==> config.mk <==
export PLATFORM = sky130hd
export DESIGN_NAME = tri_mode_cordic
export DESIGN_NICKNAME = d
export VERILOG_FILES = /design/src/rtl/tri_mode_cordic.sv
export SDC_FILE = /design/constraint.sdc
export NUM_CORES = 1
export LEC_CHECK = 0
export BUFFER_PORTS_ARGS = -buffer_cell sky130_fd_sc_hd__buf_2
export CAP_MARGIN = 20
export CORE_MARGIN = 2
export CORE_UTILIZATION = 40
export DETAILED_ROUTE_END_ITERATION = 8
export GPL_ROUTABILITY_DRIVEN = 0
export GPL_TIMING_DRIVEN = 0
export PLACE_DENSITY_LB_ADDON = 0.15
export SKIP_LAST_GASP = 1
export SLEW_MARGIN = 25
export SYNTH_ARGS = -nofsm -noshare
export SYNTH_HDL_FRONTEND = slang
export SYNTH_SLANG_ARGS = --single-unit
==> constraint.sdc <==
create_clock -name clk -period 7.1 [get_ports clk]
set_clock_uncertainty 0.15 [all_clocks]
set_input_delay 2.13 -clock clk [delete_from_list [all_inputs] [get_ports clk]]
set_output_delay 2.13 -clock clk [all_outputs]
set_load 0.01 [all_outputs]
==> src/rtl/tri_mode_cordic.sv <==
module tri_mode_cordic #(
  parameter int W     = 16,
  parameter int ITER  = 12,
  parameter int GUARD = 2
) (
  input  logic         clk,
  input  logic         rst_n,
  input  logic         start_i,
  input  logic [1:0]   sys_i,
  input  logic         vec_i,
  input  logic [W-1:0] x_i,
  input  logic [W-1:0] y_i,
  input  logic [W-1:0] z_i,
  output logic         busy_o,
  output logic         done_o,
  output logic [W-1:0] x_o,
  output logic [W-1:0] y_o,
  output logic [W-1:0] z_o
);
  localparam int IW = W + GUARD;
  localparam int FB = W - 3;
  localparam int CW = $clog2(ITER + 1);
  localparam int SW = $clog2(ITER + 2) + 1;
  localparam logic [1:0]   SYS_CIRC = 2'b00;
  localparam logic [1:0]   SYS_LIN  = 2'b01;
  localparam logic [W-1:0] ONE      = W'(1) << FB;

  function automatic logic [W-1:0] beta_f(input logic [1:0] s, input logic [SW-1:0] j);
    logic [W-1:0] b;
    b = ONE >> j;
    if (s[1]) begin
      case (int'(j))
        1:  b = W'(4500);
        2:  b = W'(2092);
        3:  b = W'(1029);
        4:  b = W'(513);
        14: b = W'(1);
        default: b = ONE >> j;
      endcase
    end else if (s == SYS_CIRC) begin
      case (int'(j))
        0:  b = W'(8192);
        1:  b = W'(4836);
        2:  b = W'(2555);
        3:  b = W'(1297);
        4:  b = W'(651);
        5:  b = W'(326);
        6:  b = W'(163);
        7:  b = W'(81);
        8:  b = W'(41);
        9:  b = W'(20);
        10: b = W'(10);
        11: b = W'(5);
        12: b = W'(3);
        13: b = W'(1);
        14: b = W'(1);
        default: b = '0;
      endcase
    end
    return b;
  endfunction

  function automatic logic [W-1:0] comp_f(input logic signed [IW-1:0] v);
    logic signed [IW-1:0] s;
    s = (v >>> 1) + (v >>> 3) - (v >>> 6) - (v >>> 9) - (v >>> 13);
    return W'(s);
  endfunction

  logic [1:0]           sys_q;
  logic                 vec_q, busy_q, done_q, rep_q;
  logic [CW-1:0]        cnt_q;
  logic [SW-1:0]        sh_q;
  logic signed [IW-1:0] x_q, y_q, xs, ys, x_n, y_n;
  logic signed [W-1:0]  z_q, z_n, beta;
  logic                 hyp, circ, lin, dpos, last, rep_hit;

  assign hyp  = sys_q[1];
  assign circ = (sys_q == SYS_CIRC);
  assign lin  = (sys_q == SYS_LIN);
  assign dpos = vec_q ? y_q[IW-1] : ~z_q[W-1];
  assign xs   = x_q >>> sh_q;
  assign ys   = y_q >>> sh_q;
  assign beta = $signed(beta_f(sys_q, sh_q));
  assign last = (cnt_q == CW'(ITER - 1));
  assign rep_hit = hyp && !rep_q && (sh_q == SW'(4) || sh_q == SW'(13));

  assign x_n = lin ? x_q : ((dpos ^ hyp) ? x_q - ys : x_q + ys);
  assign y_n = dpos ? y_q + xs : y_q - xs;
  assign z_n = dpos ? z_q - beta : z_q + beta;

  always_ff @(posedge clk or negedge rst_n) begin
    if (!rst_n) begin
      sys_q  <= SYS_CIRC;
      vec_q  <= 1'b0;
      x_q    <= '0;
      y_q    <= '0;
      z_q    <= '0;
      cnt_q  <= '0;
      sh_q   <= '0;
      rep_q  <= 1'b0;
      busy_q <= 1'b0;
      done_q <= 1'b0;
    end else if (busy_q) begin
      x_q <= x_n;
      y_q <= y_n;
      z_q <= z_n;
      if (rep_hit) begin
        rep_q <= 1'b1;
      end else begin
        sh_q  <= sh_q + SW'(1);
        rep_q <= 1'b0;
      end
      if (last) begin
        busy_q <= 1'b0;
        done_q <= 1'b1;
      end else begin
        cnt_q <= cnt_q + CW'(1);
      end
    end else if (start_i) begin
      sys_q  <= sys_i;
      vec_q  <= vec_i;
      x_q    <= {{GUARD{x_i[W-1]}}, x_i};
      y_q    <= {{GUARD{y_i[W-1]}}, y_i};
      z_q    <= z_i;
      cnt_q  <= '0;
      sh_q   <= sys_i[1] ? SW'(1) : '0;
      rep_q  <= 1'b0;
      busy_q <= 1'b1;
      done_q <= 1'b0;
    end
  end

  assign busy_o = busy_q;
  assign done_o = done_q;
  assign x_o    = circ ? comp_f(x_q) : x_q[W-1:0];
  assign y_o    = circ ? comp_f(y_q) : y_q[W-1:0];
  assign z_o    = z_q;

  p_excl_r2: assert property (@(posedge clk) disable iff (!rst_n)
    !(busy_q && done_q));
  p_launch_r2: assert property (@(posedge clk) disable iff (!rst_n)
    (start_i && !busy_q) |=> (busy_q && !done_q));
  p_finish_r2: assert property (@(posedge clk) disable iff (!rst_n)
    (busy_q && last) |=> (done_q && !busy_q));
  p_ignore_r3: assert property (@(posedge clk) disable iff (!rst_n)
    (busy_q && start_i) |=> ($stable(sys_q) && $stable(vec_q)));
  p_hyp_shift_r6: assert property (@(posedge clk) disable iff (!rst_n)
    (busy_q && hyp) |-> (sh_q != '0));
  p_lin_x_r9: assert property (@(posedge clk) disable iff (!rst_n)
    (busy_q && lin) |=> $stable(x_q));
  p_hold_r10: assert property (@(posedge clk) disable iff (!rst_n)
    (done_q && !start_i) |=> (done_q && $stable(x_o) && $stable(y_o) && $stable(z_o)));
endmodule

==> results of run 1 <==
critical path, stage by stage, from the launching register on:
cell	delay [ns]
dfrtp_4	0.49
clkinvlp_4	0.18
fa_1	0.53
fa_1	0.52
fa_1	0.42
ha_2	0.41
and2_1	0.20
a311oi_4	0.08
o41ai_4	0.47
a41oi_2	0.22
a21oi_2	0.21
a21oi_2	0.09
xnor2_1	0.13
nor2_1	0.06
xnor2_1	0.21
buf_2	0.17
state kept, by name (all words and copies together) (netlist names):
signal and flops:
x_q 18, done_o 1, vec_q 1, rep_q 1, sys_q 2, busy_o 1, sh_q 5, y_q 18
cnt_q 4, z_o 16
path summary, 6_finish.rpt:
path | end
max | y_o[15]
min | done_o$_DFFE_PN0P_
max reg2reg | z_o[15]$_DFFE_PN0P_
min reg2reg | done_o$_DFFE_PN0P_
max in group asynchronous | x_q[7]$_DFFE_PN0P_
min in group asynchronous | x_q[17]$_DFFE_PN0P_
area by class of cell:
class / count / area [µm²]
Clock buffer: 12 / 236.5
Buffer: 79 / 427.9
Tap cell: 396 / 495.5
Multi-Input combinational cell: 1238 / 10040
Sequential cell: 67 / 1728
Timing Repair Buffer: 159 / 973.4
Fill cell: 3074 / 16080
Inverter: 93 / 391.6
Clock inverter: 4 / 51.30
per-layer routing:
metal	track usage [%]	wire, µm	up-vias	part of all wire [%]
met5	0	0	-	0
met2	45.45	20790	557	45
met4	10.65	1871	0	4.1
li1	-	-	5656	-
met3	5.195	3578	144	7.8
met1	38.54	19810	5902	43
stage by stage:
| stage | cell area [µm²] | setup TNS [ns] | util [%] | hold slack (ns) | std cells |
|---|---|---|---|---|---|
| after floorplan | 12270 | 0 | - | 0.3168 | 1477 |
| after global placement | 13280 | -3.481 | 43.64 | 0.3403 | 1975 |
| after detailed placement | 13310 | -3.949 | 43.75 | 0.3418 | 1976 |
| after CTS | 13920 | -0.03774 | 45.74 | 0.3586 | 2012 |
| after global routing | 14350 | -0.1610 | 47.14 | 0.3810 | 2048 |
| final | 14350 | 0 | 47.14 | 0.3615 | 2048 |
cell families after synthesis:
kind of cell	after synthesis
adders and majority gates	176
DFF	67
buffers and inverters	172
and+or+nand+nor	425
AOI/OAI and AO/OA	418
xor gates and xnor gates	118
muxes	101
cells in the mapped netlist (26+ instances only):
master    count  area [µm²]
nor2_1       96       360.4
mux2i_1      59       590.6
clkbuf_1     46       172.7
a31oi_1      26       162.7
mux4_2       26       585.6
dfrtp_1      67        1677
xor2_1       52       455.4
xnor2_1      65       569.3
inv_1        90       337.8
nor3_1       34       170.2
o21ai_0     123       615.6
nand2_1     162       608.1
fa_1         69        1381
ha_1        107        1339
a21oi_1      89       445.4
timing repair:
action / CTS / global route
setup buffers: 20 / 36
resized for setup: 53 / 41
endpoints found under the setup margin: 17 / 12
pin swaps: 4 / 17
==> results.sh, run 1 <==
export IMPL_fin_nets=1877
export IMPL_crit_fanout=5
export IMPL_synth_mux_area_fraction_pct=11.26
export IMPL_crit_path_start_kind="register"
export IMPL_min_path_type="register to register"
export IMPL_grt_pass1_wl_mm=69.50
export IMPL_layout_setup_ws_ns=0.07161
export IMPL_holdPathStages=1
export IMPL_cts_hold_buf=0
export IMPL_syn_avg_cell_area_um2=8.310
export IMPL_antenna_cells=0
export IMPL_dr_pass1_iters=6
export IMPL_finalHoldViolCount=0
export IMPL_finalSetupViolCount=0
export IMPL_synth_cells=1477
export IMPL_grt_max_degree=42
export IMPL_status="finished clean"
export IMPL_ys_ff_latch=67
export IMPL_die_h_um=179.2
export IMPL_crit_arrival_ns=4.75
export IMPL_synth_simple_gate_area_share_pct=16.42
export IMPL_worstPathRequired_ns=4.82
export IMPL_final_common_cell="nand2_1"
export IMPL_clockBufferDepth=2
export IMPL_wl_per_cell_um=22.49
export IMPL_dieArea_um2=32100
export IMPL_root_buffer="clkbuf_16"
export IMPL_ys_flop_type="dfrtp_1"
export IMPL_finalCriticalPeriod_ns=7.028
export IMPL_synth_edff_count=0
export IMPL_path_class="register to primary output"
export IMPL_syn_num_nets=1707
export IMPL_hp_start="done_o$_DFFE_PN0P_"
export IMPL_worst_pin_slew_ns=1.130
export IMPL_yosysWarnings=0
export IMPL_cts_buffers=9
export IMPL_vias=12260
export IMPL_drv_slew=0
export IMPL_synth_top_family_by_area="adder cells"
export IMPL_num_rows=64
export IMPL_dp_slack_ns=-0.9490
export IMPL_grt_util_all_layers_pct=28.54
export IMPL_avgViaCountPerCell=5.986
export IMPL_area_growth_pct=16.87
export IMPL_crit_start="y_q[11]$_DFFE_PN0P_"
export IMPL_cap_violations=0
export IMPL_io_buffers=102
export IMPL_drive_gt1_share_pct=19.92
export IMPL_drc=0
export IMPL_grt_pass1_vias=11830
export IMPL_core_area_um2=30430
export IMPL_drtIter0Drc=1285
export IMPL_fmax_mhz=142.3
export IMPL_final_cell_mix="162 x nand2_1, 121 x o21ai_0, 115 x buf_2"
export IMPL_netlist_area_um2=12270
export IMPL_reg2regPathDepth=22
export IMPL_antenna_found_initial=0
export IMPL_synth_compound_area_share_pct=21.91
export IMPL_cts_tree="yes"
export IMPL_reg2reg_setup_slack_ns=0.52
export IMPL_rsz0062_at_grt="true"
export IMPL_antenna_left=0
export IMPL_worstSetupEndpointType="primary output"
export IMPL_wl_mm=46.05
export IMPL_clkTransAtPathRegs_ns=0.06
export IMPL_clk_latency_ns=0.36
export IMPL_hpwl_mm=33.71
export IMPL_pin_count=104
export IMPL_synth_async_reset_ratio_pct=100.0
export IMPL_reg2reg_from="sh_q[0]$_DFFE_PN0P_"
export IMPL_clock_sinks=67
export IMPL_max_slew_margin_rel_pct=24.48
export IMPL_die_w_um=179.2
export IMPL_ys_seq_area_share_pct=13.66
export IMPL_synth_fa_ha_area_share_pct=22.16
export IMPL_gr_total_overflow=0
export IMPL_synth_xor_area_share_pct=8.532
export IMPL_h_tree_depth=3
export IMPL_ys_types=86
export IMPL_fin_crit_sh_pct=98.99
export IMPL_start_util_pct=40.34
Power of run 1 is not shown: default switching activity piles up to over one toggle a cycle in this logic, so the estimate is an artifact.
==> inputs of run 2 (changes only) <==
- RECOVER_POWER: unset -> 100
==> results.sh, run 2 (same netlist as run 1, synthesis figures left out) <==
export IMPL_die_w_um=179.2
export IMPL_hp_start="done_o$_DFFE_PN0P_"
export IMPL_cts_tree="yes"
export IMPL_grt_util_all_layers_pct=28.54
export IMPL_worst_pin_slew_ns=2.469
export IMPL_dieArea_um2=32100
export IMPL_drc=0
export IMPL_holdPathStages=1
export IMPL_antenna_cells=0
export IMPL_core_area_um2=30430
export IMPL_clk_latency_ns=0.37
export IMPL_placed_area_um2=13310
export IMPL_fmax_mhz=142.5
export IMPL_fin_crit_sh_pct=98.84
export IMPL_dr_pass1_iters=6
export IMPL_antenna_left=0
export IMPL_worstHoldEndpoint="done_o$_DFFE_PN0P_"
export IMPL_crit_fanout=5
export IMPL_crit_path_start_kind="register"
export IMPL_reg2reg_from="sh_q[2]$_DFFE_PN0P_"
export IMPL_layout_setup_ws_ns=0.08246
export IMPL_start_util_pct=40.34
export IMPL_max_slew_margin_rel_pct=-64.57
export IMPL_status="finished, violations left"
export IMPL_cpMaxStageDelayCell="fa_1"
export IMPL_gr_total_overflow=0
export IMPL_drive_gt1_share_pct=18.40
export IMPL_min_path_type="register to register"
export IMPL_worstPathRequired_ns=4.82
export IMPL_slowest_delay_ns=0.53
export IMPL_violations="max-capacitance violations, max-slew violations"
export IMPL_cts_buffers=9
export IMPL_path_cells="clkinvlp_4 > fa_1 > fa_1 > fa_1 > ha_2 > and2_1 > a311oi_4 > o41ai_4 > a41oi_2 > a21oi_2 > a21oi_2 > xnor2_1 > nor2_1 > xnor2_1 > buf_2"
export IMPL_num_rows=64
export IMPL_clkTransAtPathRegs_ns=0.06
export IMPL_avgViaCountPerCell=5.999
export IMPL_reg2reg_setup_slack_ns=0.38
export IMPL_cap_violations=2
export IMPL_root_buffer="clkbuf_16"
export IMPL_rr_endpoint="y_q[17]$_DFFE_PN0P_"
export IMPL_grt_max_degree=42
export IMPL_hpwl_mm=33.71
export IMPL_pin_count=104
export IMPL_finalInstanceArea_um2=14280
export IMPL_rsz0062_at_grt="true"
export IMPL_clockBufferDepth=2
export IMPL_worstSetupEndpointType="primary output"
export IMPL_clock_sinks=67
export IMPL_finalSetupViolCount=0
export IMPL_grt_pass1_wl_mm=69.50
export IMPL_final_common_cell="nand2_1"
export IMPL_finalHoldViolCount=0
export IMPL_fin_nets=1877
export IMPL_vias=12290
export IMPL_cts_hold_buf=0
export IMPL_drv_slew=70
export IMPL_wl_mm=46.12
export IMPL_area_growth_pct=16.34
export IMPL_drtIter0Drc=1364
export IMPL_h_tree_depth=3
export IMPL_final_cell_mix="162 x nand2_1, 121 x o21ai_0, 103 x ha_1"
export IMPL_dp_slack_ns=-0.9490
export IMPL_path_class="register to primary output"
export IMPL_io_buffers=102
export IMPL_reg2regPathDepth=24
export IMPL_finalCriticalPeriod_ns=7.018
export IMPL_crit_arrival_ns=4.74
export IMPL_die_h_um=179.2
export IMPL_cpMostUsedCell="fa_1"
export IMPL_wl_per_cell_um=22.52
export IMPL_grt_pass1_vias=11830
export IMPL_antenna_found_initial=0
## run 2: changes by cell type in the layout (fill, tap and decap cells not counted), sizes merged
| cell | delta |
|---|---|
| clkbuf | +26 |
| buf | -26 |
## run 2: worst max path at each step
stage	from	endpoint	slack [ns]	cells past startpoint
after global placement	x_q[17]$_DFFE_PN0P_	x_o[15]	-0.87	14
after global routing	y_q[11]$_DFFE_PN0P_	y_o[14]	-0.08	15
after detailed placement	x_q[17]$_DFFE_PN0P_	x_o[15]	-0.95	14
after floorplan	x_q[17]$_DFFE_PN0P_	x_o[15]	0.27	13
after CTS	x_q[8]$_DFFE_PN0P_	x_o[15]	-0.04	14
final	y_q[11]$_DFFE_PN0P_	y_o[15]	0.08	15
## run 2: repair_timing
item                       4_1_cts  5_1_grt
gates resized for setup         53       41
setup buffers                   20       36
pin swaps                        4       17
setup endpoints to repair       17       12
## run 2: cell type report
cell class / instances / area, µm²
Inverter: 93 / 391.6
Buffer: 79 / 416.7
Timing Repair Buffer: 159 / 919.6
Clock buffer: 12 / 236.5
Multi-Input combinational cell: 1238 / 10040
Clock inverter: 4 / 51.30
Tap cell: 396 / 495.5
Fill cell: 3078 / 16150
Sequential cell: 67 / 1728
## run 2: critical path, delay by kind of cell (launching register included)
family          cells  cell delay [ns]
fa+ha+maj           4             1.88
compound gates      5             1.07
flops               1             0.49
xor+xnor            2             0.34
buf+inv             2             0.33
simple gates        2             0.26
## run 2: metrics by stage
stage          setup TNS, ns  util (%)  instances  hold WS, ns
2_1_floorplan              0         -       1477       0.3168
4_1_cts             -0.03774     45.74       2012       0.3586
5_1_grt              -0.1610     46.93       2048       0.3810
3_5_place_dp          -3.949     43.75       1976       0.3418
3_3_place_gp          -3.481     43.64       1975       0.3403
6_report                   0     46.93       2048       0.3669
## run 2: layer usage
layer  track usage [%]  share of wire [%]  vias to the layer above
li1                  -                  -                     5660
met1             38.54                 43                     5936
met2             45.45                 45                      559
met3             5.195                7.7                      131
met4             10.65                3.8                        0
met5                 0                  0                        -
Power of run 2 is left out for the same reason.
==> inputs of run 3 (changes only) <==
- clock period: 7.1 -> 7.85 ns (I/O delays scaled with it)
==> results.sh, run 3 (same netlist as run 1, synthesis figures left out) <==
export IMPL_clkTransAtPathRegs_ns=0.06
export IMPL_instances_no_fill=1993
export IMPL_root_buffer="clkbuf_16"
export IMPL_max_slew_margin_rel_pct=-62.58
export IMPL_tns_ns=0
export IMPL_num_rows=64
export IMPL_crit_fanout=8
export IMPL_grt_pass1_vias=11610
export IMPL_clk_latency_ns=0.37
export IMPL_cts_buffers=9
export IMPL_dr_pass1_iters=7
export IMPL_worst_pin_slew_ns=2.439
export IMPL_path_class="register to primary output"
export IMPL_finalHoldViolCount=0
export IMPL_crit_path_start_kind="register"
export IMPL_drtIter0Drc=1220
export IMPL_rsz0062_at_grt="true"
export IMPL_grt_util_all_layers_pct=27.69
export IMPL_final_common_cell="nand2_1"
export IMPL_grt_pass1_wl_mm=67.78
export IMPL_drive_gt1_share_pct=11.27
export IMPL_fin_crit_sh_pct=98.33
export IMPL_grt_max_degree=42
export IMPL_gr_total_overflow=0
export IMPL_dp_cells=1976
export IMPL_holdPathStages=1
export IMPL_num_fill_cells=3148
export IMPL_reg2reg_from="sh_q[0]$_DFFE_PN0P_"
export IMPL_cpMostUsedCell="fa_1"
export IMPL_die_h_um=179.2
export IMPL_pin_count=104
export IMPL_hpwl_mm=33.71
export IMPL_reg2regPathDepth=22
export IMPL_min_path_type="register to register"
export IMPL_drc=0
export IMPL_cts_tree="yes"
export IMPL_wl_mm=44.19
export IMPL_cts_hold_buf=0
export IMPL_wl_per_cell_um=22.17
export IMPL_violations="max-capacitance violations, max-slew violations"
export IMPL_vias=12010
export IMPL_status="finished, violations left"
export IMPL_die_w_um=179.2
export IMPL_finalCriticalPeriod_ns=7.719
export IMPL_rr_endpoint="z_o[15]$_DFFE_PN0P_"
export IMPL_clock_sinks=67
export IMPL_worstSetupEndpointType="primary output"
export IMPL_worstHoldEndpoint="done_o$_DFFE_PN0P_"
export IMPL_path_cells="clkbuf_4 > clkinvlp_4 > fa_1 > fa_1 > fa_1 > ha_1 > and2_1 > a311oi_2 > o41ai_2 > a41oi_1 > a21oi_1 > a21oi_1 > xnor2_1 > nor2_1 > xnor2_1 > buf_2"
export IMPL_reg2reg_setup_slack_ns=0.50
export IMPL_final_cell_mix="162 x nand2_1, 124 x o21ai_0, 107 x ha_1"
export IMPL_h_tree_depth=3
export IMPL_area_growth_pct=10.41
export IMPL_dieArea_um2=32100
export IMPL_antenna_left=0
export IMPL_slowest_delay_ns=0.55
export IMPL_hp_start="done_o$_DFFE_PN0P_"
export IMPL_antenna_found_initial=0
export IMPL_finalSetupViolCount=0
export IMPL_avgViaCountPerCell=6.024
export IMPL_io_buffers=102
export IMPL_antenna_cells=0
export IMPL_drv_slew=70
export IMPL_clockBufferDepth=2
export IMPL_fin_nets=1822
export IMPL_cpMaxStageDelayCell="fa_1"
export IMPL_cap_violations=2
export IMPL_crit_arrival_ns=5.21
export IMPL_start_util_pct=40.34
export IMPL_core_area_um2=30430
export IMPL_worstPathRequired_ns=5.35
export IMPL_crit_start="y_q[16]$_DFFE_PN0P_"
export IMPL_fmax_mhz=129.6
-- run 3: final cells by class --
| type | instances | area [µm²] | share of cell area [%] |
|---|---|---|---|
| timing repair buffer | 104 | 467.9 | 3.453 |
| clock inverter | 4 | 51.30 | 0.3785 |
| tap | 396 | 495.5 | 3.656 |
| multi-input combinational | 1238 | 9871 | 72.84 |
| inverter | 93 | 357.8 | 2.641 |
| buffer | 79 | 382.9 | 2.825 |
| clock buffer | 12 | 236.5 | 1.745 |
| sequential | 67 | 1689 | 12.46 |
-- run 3: per-layer routing --
metal / track usage, % / up-vias / wire [µm]
li1: - / 5545 / -
met1: 37.56 / 5780 / 19580
met2: 44.36 / 546 / 19650
met3: 4.707 / 135 / 3119
met4: 9.879 / 0 / 1839
met5: 0 / - / 0
-- run 3: worst max path at each step --
stage,cells after the start,to
after floorplan,13,x_o[15]
final,16,y_o[15]
after global routing,15,x_o[15]
after detailed placement,14,x_o[15]
after global placement,14,x_o[15]
after CTS,14,x_o[15]
-- run 3: metrics by stage --
stage | cell area, µm² | hold slack [ns] | setup slack, ns | util [%]
2_1_floorplan | 12270 | 0.3168 | 0.7962 | -
3_3_place_gp | 13280 | 0.3403 | -0.3405 | 43.64
3_5_place_dp | 13310 | 0.3418 | -0.4240 | 43.75
4_1_cts | 13640 | 0.3586 | -0.05325 | 44.81
5_1_grt | 13550 | 0.3810 | -0.07433 | 44.54
6_report | 13550 | 0.3661 | 0.1314 | 44.54
-- run 3: what timing repair did --
action                                  CTS  global route
endpoints found under the setup margin   10             9
gates resized for setup                   8            18
buffers inserted                          1             0
-- run 3: critical path, delay by kind of cell (launching register included) --
| family | cells | cell delay (ns) |
|---|---|---|
| compound gates | 5 | 1.28 |
| xor+xnor | 2 | 0.35 |
| fa+ha+maj | 4 | 1.83 |
| buf+inv | 3 | 0.60 |
| flops | 1 | 0.52 |
| simple gates | 2 | 0.27 |
Power of run 3 is left out for the same reason.
